### src/rtl/cpbseq_pkg.sv
package cpbseq_pkg;

    typedef enum logic [2:0] {
        ST_IDLE,
        ST_REQ,
        ST_WAIT,
        ST_REPLAY,
        ST_KICK,
        ST_HOLD,
        ST_FINISH,
        ST_FAULT
    } seq_st_e;

    // block word geometry
    localparam int unsigned BLK_WORD_BYTES = 8;
    localparam int unsigned BLK_WORD_BITS  = BLK_WORD_BYTES * 8;
    localparam int unsigned PAIRS_PER_WORD = BLK_WORD_BYTES / 2;
    localparam int unsigned PTR_BITS       = 32;

    // header byte positions inside word 0
    localparam int unsigned HDR_FLAG_BYTE = 2;
    localparam int unsigned HDR_LEN_BYTE  = 3;

    // control flag bits
    localparam int unsigned FLG_VALID = 0;
    localparam int unsigned FLG_DATA  = 2;
    localparam int unsigned FLG_IRQ   = 3;

    // flag bits inside a pair's address byte
    localparam int unsigned RA_SKIP = 5;
    localparam int unsigned RA_LAST = 7;

    // response byte
    localparam logic [7:0]  RESP_OK     = 8'h01;
    localparam int unsigned RESP_DEVERR = 3;

endpackage

### src/rtl/cpbseq_pair_pick.sv
module cpbseq_pair_pick
    import cpbseq_pkg::*;
#(
    parameter int unsigned PAIRS = 4,
    parameter int unsigned IDX_W = 2
) (
    input  logic [PAIRS*16-1:0] word_i,
    input  logic [IDX_W-1:0]    idx_i,
    output logic [7:0]          val_o,
    output logic [7:0]          ra_o,
    output logic                skip_o,
    output logic                last_o
);

    logic [7:0] vals [PAIRS];
    logic [7:0] ras  [PAIRS];

    // split the word into value / address byte lanes
    for (genvar g = 0; g < PAIRS; g++) begin : g_pair
        assign vals[g] = word_i[16*g +: 8];
        assign ras[g]  = word_i[16*g + 8 +: 8];
    end

    always_comb begin
        val_o = vals[idx_i];
        ra_o  = ras[idx_i];
    end

    assign skip_o = ra_o[RA_SKIP];
    assign last_o = ra_o[RA_LAST];

endmodule

### src/rtl/cpbseq_len_check.sv
module cpbseq_len_check #(
    parameter int unsigned LIST_MAX = 16,
    parameter int unsigned WC_W     = 5
) (
    input  logic [7:0]      len_i,
    input  logic [WC_W-1:0] wc_i,
    output logic            len_ok_o,
    output logic            last_word_o
);

    // list words sit at word numbers 2 .. len+1
    assign len_ok_o    = (len_i != 8'd0) && (32'(len_i) <= LIST_MAX);
    assign last_word_o = (32'(wc_i) == (32'(len_i) + 32'd1));

endmodule

### src/rtl/cpbseq_top.sv
module cpbseq_top
    import cpbseq_pkg::*;
#(
    parameter int unsigned ADDR_W         = 32,
    parameter int unsigned LIST_WORDS_MAX = 16
) (
    input  logic                     clk,
    input  logic                     rst_n,
    input  logic                     start_i,
    input  logic [ADDR_W-1:0]        cpb_addr_i,
    output logic                     rd_req_o,
    output logic [ADDR_W-1:0]        rd_addr_o,
    input  logic                     rd_valid_i,
    input  logic [BLK_WORD_BITS-1:0] rd_data_i,
    output logic                     reg_we_o,
    output logic [7:0]               reg_addr_o,
    output logic [7:0]               reg_data_o,
    output logic                     prd_start_o,
    output logic [PTR_BITS-1:0]      prd_ptr_o,
    input  logic                     cmd_end_i,
    input  logic                     cmd_err_i,
    output logic                     wb_en_o,
    output logic [ADDR_W-1:0]        wb_addr_o,
    output logic [7:0]               wb_byte_o,
    output logic                     done_o,
    output logic                     irq_o,
    output logic                     fault_o
);

    localparam int unsigned WC_W    = $clog2(LIST_WORDS_MAX + 2);
    localparam int unsigned IDX_W   = $clog2(PAIRS_PER_WORD);
    localparam int unsigned BYTE_SH = $clog2(BLK_WORD_BYTES);

    typedef struct packed {
        seq_st_e                  st;
        logic [ADDR_W-1:0]        base;
        logic [WC_W-1:0]          wc;
        logic [7:0]               len;
        logic                     dat;
        logic                     ien;
        logic [PTR_BITS-1:0]      ptr;
        logic [BLK_WORD_BITS-1:0] word;
        logic [IDX_W-1:0]         idx;
        logic                     err;
    } seq_t;

    seq_t q, d;

    logic [7:0] pick_val, pick_ra;
    logic       pick_skip, pick_last;
    logic       len_ok, last_word;

    cpbseq_pair_pick #(
        .PAIRS (PAIRS_PER_WORD),
        .IDX_W (IDX_W)
    ) u_pick (
        .word_i (q.word),
        .idx_i  (q.idx),
        .val_o  (pick_val),
        .ra_o   (pick_ra),
        .skip_o (pick_skip),
        .last_o (pick_last)
    );

    cpbseq_len_check #(
        .LIST_MAX (LIST_WORDS_MAX),
        .WC_W     (WC_W)
    ) u_len (
        .len_i       (q.len),
        .wc_i        (q.wc),
        .len_ok_o    (len_ok),
        .last_word_o (last_word)
    );

    // next-state logic
    always_comb begin
        d = q;
        unique case (q.st)
            ST_IDLE: begin
                if (start_i) begin
                    d.base = cpb_addr_i;
                    d.wc   = '0;
                    d.err  = 1'b0;
                    d.st   = ST_REQ;
                end
            end
            ST_REQ: d.st = ST_WAIT;
            ST_WAIT: begin
                if (rd_valid_i) begin
                    if (q.wc == WC_W'(0)) begin
                        d.dat = rd_data_i[HDR_FLAG_BYTE*8 + FLG_DATA];
                        d.ien = rd_data_i[HDR_FLAG_BYTE*8 + FLG_IRQ];
                        d.len = rd_data_i[HDR_LEN_BYTE*8 +: 8];
                        if (!rd_data_i[HDR_FLAG_BYTE*8 + FLG_VALID]) begin
                            d.st = ST_FAULT;
                        end else begin
                            d.wc = WC_W'(1);
                            d.st = ST_REQ;
                        end
                    end else if (q.wc == WC_W'(1)) begin
                        d.ptr = rd_data_i[PTR_BITS-1:0];
                        if (!len_ok) begin
                            d.st = ST_FAULT;
                        end else begin
                            d.wc = WC_W'(2);
                            d.st = ST_REQ;
                        end
                    end else begin
                        d.word = rd_data_i;
                        d.idx  = '0;
                        d.st   = ST_REPLAY;
                    end
                end
            end
            ST_REPLAY: begin
                if (pick_last) begin
                    d.st = q.dat ? ST_KICK : ST_HOLD;
                end else if (q.idx == IDX_W'(PAIRS_PER_WORD - 1)) begin
                    if (last_word) begin
                        d.st = ST_FAULT;
                    end else begin
                        d.wc = q.wc + WC_W'(1);
                        d.st = ST_REQ;
                    end
                end else begin
                    d.idx = q.idx + IDX_W'(1);
                end
            end
            ST_KICK: d.st = ST_HOLD;
            ST_HOLD: begin
                if (cmd_end_i) begin
                    d.err = cmd_err_i;
                    d.st  = ST_FINISH;
                end
            end
            ST_FINISH: d.st = ST_IDLE;
            ST_FAULT:  d.st = ST_IDLE;
            default:   d.st = ST_IDLE;
        endcase
    end

    always_ff @(posedge clk or negedge rst_n) begin
        if (!rst_n) begin
            q <= '0;
        end else begin
            q <= d;
        end
    end

    // outputs decoded from registered state
    assign rd_req_o    = (q.st == ST_REQ);
    assign rd_addr_o   = q.base + ADDR_W'({q.wc, {BYTE_SH{1'b0}}});
    assign reg_we_o    = (q.st == ST_REPLAY) && !pick_skip;
    assign reg_addr_o  = pick_ra;
    assign reg_data_o  = pick_val;
    assign prd_start_o = (q.st == ST_KICK);
    assign prd_ptr_o   = q.ptr;
    assign done_o      = (q.st == ST_FINISH);
    assign wb_en_o     = (q.st == ST_FINISH);
    assign wb_addr_o   = q.base;
    assign wb_byte_o   = RESP_OK | (8'(q.err) << RESP_DEVERR);
    assign irq_o       = (q.st == ST_FINISH) && q.ien;
    assign fault_o     = (q.st == ST_FAULT);

    // a request never lasts past one cycle
    a_r2_single_request: assert property (@(posedge clk) disable iff (!rst_n)
        rd_req_o |=> !rd_req_o);

    // at most one externally visible event per cycle
    a_r5_one_event: assert property (@(posedge clk) disable iff (!rst_n)
        $onehot0({rd_req_o, reg_we_o, prd_start_o, done_o, fault_o}));

    // walker start only right after the final pair
    a_r9_kick_after_end: assert property (@(posedge clk) disable iff (!rst_n)
        prd_start_o |-> $past(q.st == ST_REPLAY && pick_last));

    // response byte is done, optionally with the device-error bit
    a_r10_resp_code: assert property (@(posedge clk) disable iff (!rst_n)
        done_o |-> (wb_byte_o == 8'h01 || wb_byte_o == 8'h09));

    // block address held while busy
    a_r12_base_held: assert property (@(posedge clk) disable iff (!rst_n)
        (q.st != ST_IDLE) |=> $stable(q.base));

endmodule

### config.mk
export PLATFORM = sky130hd
export DESIGN_NAME = cpbseq_top
export DESIGN_NICKNAME = d
export VERILOG_FILES = /design/src/rtl/cpbseq_pkg.sv /design/src/rtl/cpbseq_pair_pick.sv /design/src/rtl/cpbseq_len_check.sv /design/src/rtl/cpbseq_top.sv
export SDC_FILE = /design/constraint.sdc
export NUM_CORES = 1
export LEC_CHECK = 0
export ABC_CLOCK_PERIOD_IN_PS = 3500
export BUFFER_PORTS_ARGS = -buffer_cell sky130_fd_sc_hd__buf_2
export CAP_MARGIN = 20
export CORE_MARGIN = 2
export CORE_UTILIZATION = 54
export CTS_BUF_LIST = sky130_fd_sc_hd__clkbuf_8
export CTS_CLUSTER_SIZE = 14
export DETAILED_ROUTE_END_ITERATION = 12
export PLACE_DENSITY_LB_ADDON = 0.2
export SLEW_MARGIN = 20
export SYNTH_ARGS = -nofsm -noshare
export SYNTH_HDL_FRONTEND = slang
export SYNTH_SLANG_ARGS = --single-unit
### constraint.sdc
create_clock -name clk -period 3.5 [get_ports clk]
set_clock_uncertainty 0.05 [all_clocks]
set_input_delay 0.35 -clock clk [delete_from_list [all_inputs] [get_ports clk]]
set_output_delay 0.35 -clock clk [all_outputs]
set_load 0.01 [all_outputs]
[Word level (Yosys, flattened, before mapping)]
Cells that the tools add are included.
Storage, ports and cells
  output and inout bits: 127
  flip-flop bits (word level): 149
  word-level logic and storage cells: 98
  input port bits: 102
Cells by class
  muxes and demuxes: 37
  order comparisons: 2
  equality and inequality tests: 23
  bitwise logic cells: 3
  add/sub/neg operators: 4
  reductions and logical operators: 19
Operator list (number)
  113-bit 2-to-1 mux: 1
  98-bit 2-to-1 mux: 1
  66-bit 2-to-1 mux: 1
  40-bit 2-to-1 mux: 1
  5-bit 2-to-1 mux: 7
  32-bit by 8-bit adder with 32-bit output: 1
  8-bit binary-select mux with 2-bit select: 2
  5-bit by 32-bit == test with 1-bit output: 1
  32-bit 2-to-1 mux: 1
  8-bit 2-to-1 mux: 4
  3-bit 2-to-1 mux: 9
  3-bit case mux with 7 select lines: 1
  2-bit != test, second input constant: 9
  5-bit case mux with 3 select lines: 1
  3-bit == test, second input constant: 4
  3-bit != test, second input constant: 4
  4-bit AND reduction: 3
  10-bit 2-to-1 mux: 1
  8-bit by 1-bit adder with 9-bit output, second input constant: 1
  9-bit AND reduction: 1
  8-bit by 5-bit <= comparator with 1-bit output, second input constant: 1
  8-bit nonzero test: 1
  3-bit by 2-bit == test with 1-bit output, second input constant: 2
  3-bit AND reduction: 2
  21 further kinds: 28

[Depth between registers and ports, before layout]
  word-level depth: 7
  gate-level depth with buffers: 9
  gate-level depth less buffers: 9

[Hierarchy]
Synthesis repeated with hierarchy kept, for this count alone.
Unflattened totals
  cell total of the unflattened synthesis: 619
  area total of the unflattened synthesis: 7975.1 um^2
By module, submodules not included
  cpbseq_top: cells an instance 571, times used 1, area each 7339.5 um^2, seq. area each 3728.6 um^2
  cpbseq_pair_pick: cells an instance 22, times used 1, area each 439.2 um^2, seq. area each 0.0 um^2
  cpbseq_len_check: cells an instance 26, times used 1, area each 196.4 um^2, seq. area each 0.0 um^2

[Least setup slack after synthesis]
Ideal clock, no wire load.
  path kind: register to output
  from: register q[110] (netlist name)
  to: output rd_addr_o[30]
  cell stages (with the launch flop): 8
  buffers on the path: 0
  slack: 959 ps
  arrival: 2141 ps
  cell sequence: dfrtp_1 > ha_1 > a21o_1 > a21oi_1 > o21bai_1 > a21oi_1 > or4b_2 > xnor2_1
Between the ends
  cells in the longest elaborated chain, start to end: 1
RTL lines
  start: declaration: line cpbseq_top.sv:47  | seq_t q, d;
  start signal: assignment: line cpbseq_top.sv:144  | q <= '0;
  start signal: assignment: line cpbseq_top.sv:146  | q <= d;
  32-bit by 8-bit adder with 32-bit output: line cpbseq_top.sv:152  | assign rd_addr_o = q.base + ADDR_W'({q.wc, {BYTE_SH{1'b0}}});
  end: declaration: line cpbseq_top.sv:12  | output logic [ADDR_W-1:0] rd_addr_o,
No other way between the ends.

[Worst setup path after layout]
  from: register q[109] (netlist name)
  to: output rd_addr_o[19]
Same word-level chain as after synthesis.

==> impl_results.md <==
* Primary FF master, synth: dfrtp_1
* Async set or reset register ratio after synthesis at 100%
* Sw Share at 36.1%
* Final WS setup at 0.239 ns
* Initial antenna violation count at 0
* Grt met1 use at 27.5%
* Clk pin slew, worst setup/hold paths at 0.08 ns
* Syn. warnings at 0
* Post-Synthesis Cell Area at 0.00771 mm²
* TritonCTS clock tree: built
* GPL Wtd Cong at 0.864
* Core area at 0.0139 mm²
* Post-synth top area share at 48.3%
* Reported max-cap violation count at 0
* Post-Syn Instances at 611
* Setup_tns at 0 ns
* Part of the power in registers at 39.3%
* Area grow syn2layout at 15.5%
* DRT antenna net count at 0
* Cell Count, Final, Fillers Out at 956
* DP Cell Count at 923
* Met2 Use GR at 36.6%
* Mux cell area share after synthesis at 25.4%
* Syn_area_per_cell at 12.6 µm²
* Die width at 124 µm
* First-pass GRT wire length at 25,800 µm
* Max clock buf depth at 2
* Share of post-route cells with drive strength above 1 at 53.7%
* Clk root buf: clkbuf_8
* Detailed-route via count at 5,210
* Clock share of power at 17.4%
* Commonest non-fill, non-tap cell in the layout: buf_2
* # nets final at 877
* Fin util at 63.9%
* Synthesized flop and latch total at 149
* Synth Area in Adders at 2.04%
* CTS Buf Count at 17
* Die area at 0.0153 mm²
* Setup crit end kind: output port
* GRT Overall Usage at 22.2%
* Vias per inst at 5.45
* Largest family of logic cells by synthesized area: multiplexers
* Final Cycle Share at 93.2%
* Switching power at 2.95 mW
* Simple-Gate Fraction of Synth Area at 7.72%
* # setup viols final at 0
* Die Y at 124 µm
* Most frequent cells in the layout: buf_2 (220), dfrtp_1 (149), mux2_2 (139), nand2_1 (25), xnor2_1 (24)
* Busiest grt layer: met2
* Slew HR at 41.8%
* CTS Sinks at 149
* Place WS at 0.544 ns
* GRT overflow at 0
* Pwr Density at 917 mW/mm²
* Drt pass-1 iters at 4
* Final Cell Area at 0.00891 mm²
* Internal power at 5.22 mW
* Drt total wl at 16,600 µm
* Worst VDD drop at 0.446 mV
* Fin. Hold Viols at 0
* Yosys cell types at 55
* Clock latency on the worst-skew pair at 0.44 ns
* Post-synth EDFFs at 0
* I/O pins at 229
* Cell Area, Placed at 0.00847 mm²
* Post-DP HPWL at 12,000 µm
* Total power at 8.17 mW
* Initial Util at 55.3%
* Critical Path Source Type: flip-flop
* Initial DRC Count at 228
* Pin count of the biggest net entering global routing at 86
* Final Max Tran Viols at 0
* Yosys top cell by area: dfrtp_1
* Setup crit start: q[109]$_DFFE_PN0P_
* Hold slack at 0.0755 ns
* RSZ-0062 raised after global routing: no
* Post-synthesis sequential area ratio at 48.3%
* DRC at 0
* Synth Area in Compound Gates at 3.23%
* Max Freq at 0.307 GHz
* Min-Delay Path Class: in -> reg
* Least-Margin Pin Slew at 0.866 ns
* H-tree levels at 4
* WP data arrival at 2.86 ns
* Post CTS Setup Buffer Count at 0
* Kind of critical path: reg -> out
* Routing usage on met3 at 6.73%
* Lkg Pwr at 4.34 nW
* Hold path start: rd_data_i[37]
* Row Count at 43
* Reg2reg start: q[101]$_DFFE_PN0P_
* IO buf count at 221
* Status: finished clean
* Crit Path Max Fanout at 7
* Post-synthesis xor/xnor area fraction at 3.63%
* Crit path time final at 3.26 ns
* Via count of the first global-routing pass at 5,195
* WL/cell at 17.3 µm
* Share of total power in combinational logic at 43.3%
* Required @ worst endpoint at 3.10 ns
* Top post-synthesis cells by area: dfrtp_1 (48%), mux2_2 (20%), buf_4 (7.6%)
==> timing repair <==
item	CTS	global route
endpoints found under the hold margin	64	0
endpoints found under the setup margin	0	6
gates resized for setup	0	2
hold buffers	1	0
==> Yosys cell counts, types with 2 or more instances <==
cell and n:
o41ai_1 2, a21oi_1 9, and3_1 6, nor4_1 7, conb_1 2, nand4_1 8, or4b_2 2, a211o_1 2
o21ai_0 6, mux4_1 6, xor2_1 8, nor3b_1 4, nor4b_1 2, nand2b_1 2, nand2_1 25, nor2_1 13
buf_4 78, xnor2_1 24, nor2b_1 3, mux4_2 10, clkbuf_1 20, nand3_1 15, dfrtp_1 149, inv_1 15
mux2_2 139, nor3_1 9, a21o_1 4, and2_1 2, and4_1 2, ha_1 11, o311ai_0 2
==> kinds of logic after synthesis <==
kind of cell / after synthesis
multiplexers: 156
XOR/XNOR: 32
AO/OA/AOI/OAI: 36
other: 2
buffers and inverters: 116
adder cells (fa/ha/maj): 12
flip-flops: 149
AND/OR/NAND/NOR: 108
==> registers in the layout, indices dropped and copies added, names as in the netlist <==
register / flops
wb_addr_o: 32
prd_ptr_o: 32
q: 84
wb_byte_o: 1
==> power by group through the flow <==
stage          sequential (mW)  combinational, mW  clock (mW)
2_1_floorplan             3.02               2.99           0
3_3_place_gp              3.17               3.49           0
3_5_place_dp              3.24               3.56           0
4_1_cts                   3.20               3.58        1.46
5_1_grt                   3.34               3.88        1.53
6_report                  3.21               3.54        1.42
==> critical path: stages, from the launching register on <==
cell     delay, ns
dfrtp_1       0.48
ha_1          0.22
inv_1         0.06
fa_1          0.39
nor2b_1       0.14
o21a_1        0.14
o21ai_0       0.13
a21oi_2       0.36
nand3_1       0.16
xnor2_1       0.19
buf_2         0.16
==> final cells by class <==
class	instances	area [µm²]
Fill cell	1119	5020
Clock inverter	14	188
Inverter	16	60.1
Clock buffer	17	234
Tap cell	180	225
Antenna cell	1	2.50
Multi-Input combinational cell	351	3290
Timing Repair Buffer	228	1180
Sequential cell	149	3730
==> layer usage <==
layer,vias up,share of wire [%]
met4,0,1.9
li1,2403,-
met5,-,0
met1,2601,42
met2,183,49
met3,23,7.3
==> final timing paths <==
| check | endpoint | slack (ns) | depth (start not counted) |
|---|---|---|---|
| max | rd_addr_o[19] | 0.24 | 10 |
| min | q[40]$_DFFE_PN0P_ | 0.08 | 2 |
| max reg2reg | q[110]$_DFFE_PN0P_ | 0.77 | 8 |
| min reg2reg | prd_ptr_o[20]$_DFFE_PN0P_ | 0.45 | 1 |
| max in group asynchronous | q[99]$_DFFE_PN0P_ | 2.12 | 3 |
| min in group asynchronous | wb_byte_o[3]$_DFFE_PN0P_ | 0.40 | 2 |
Power figures use the tool's default switching activity.
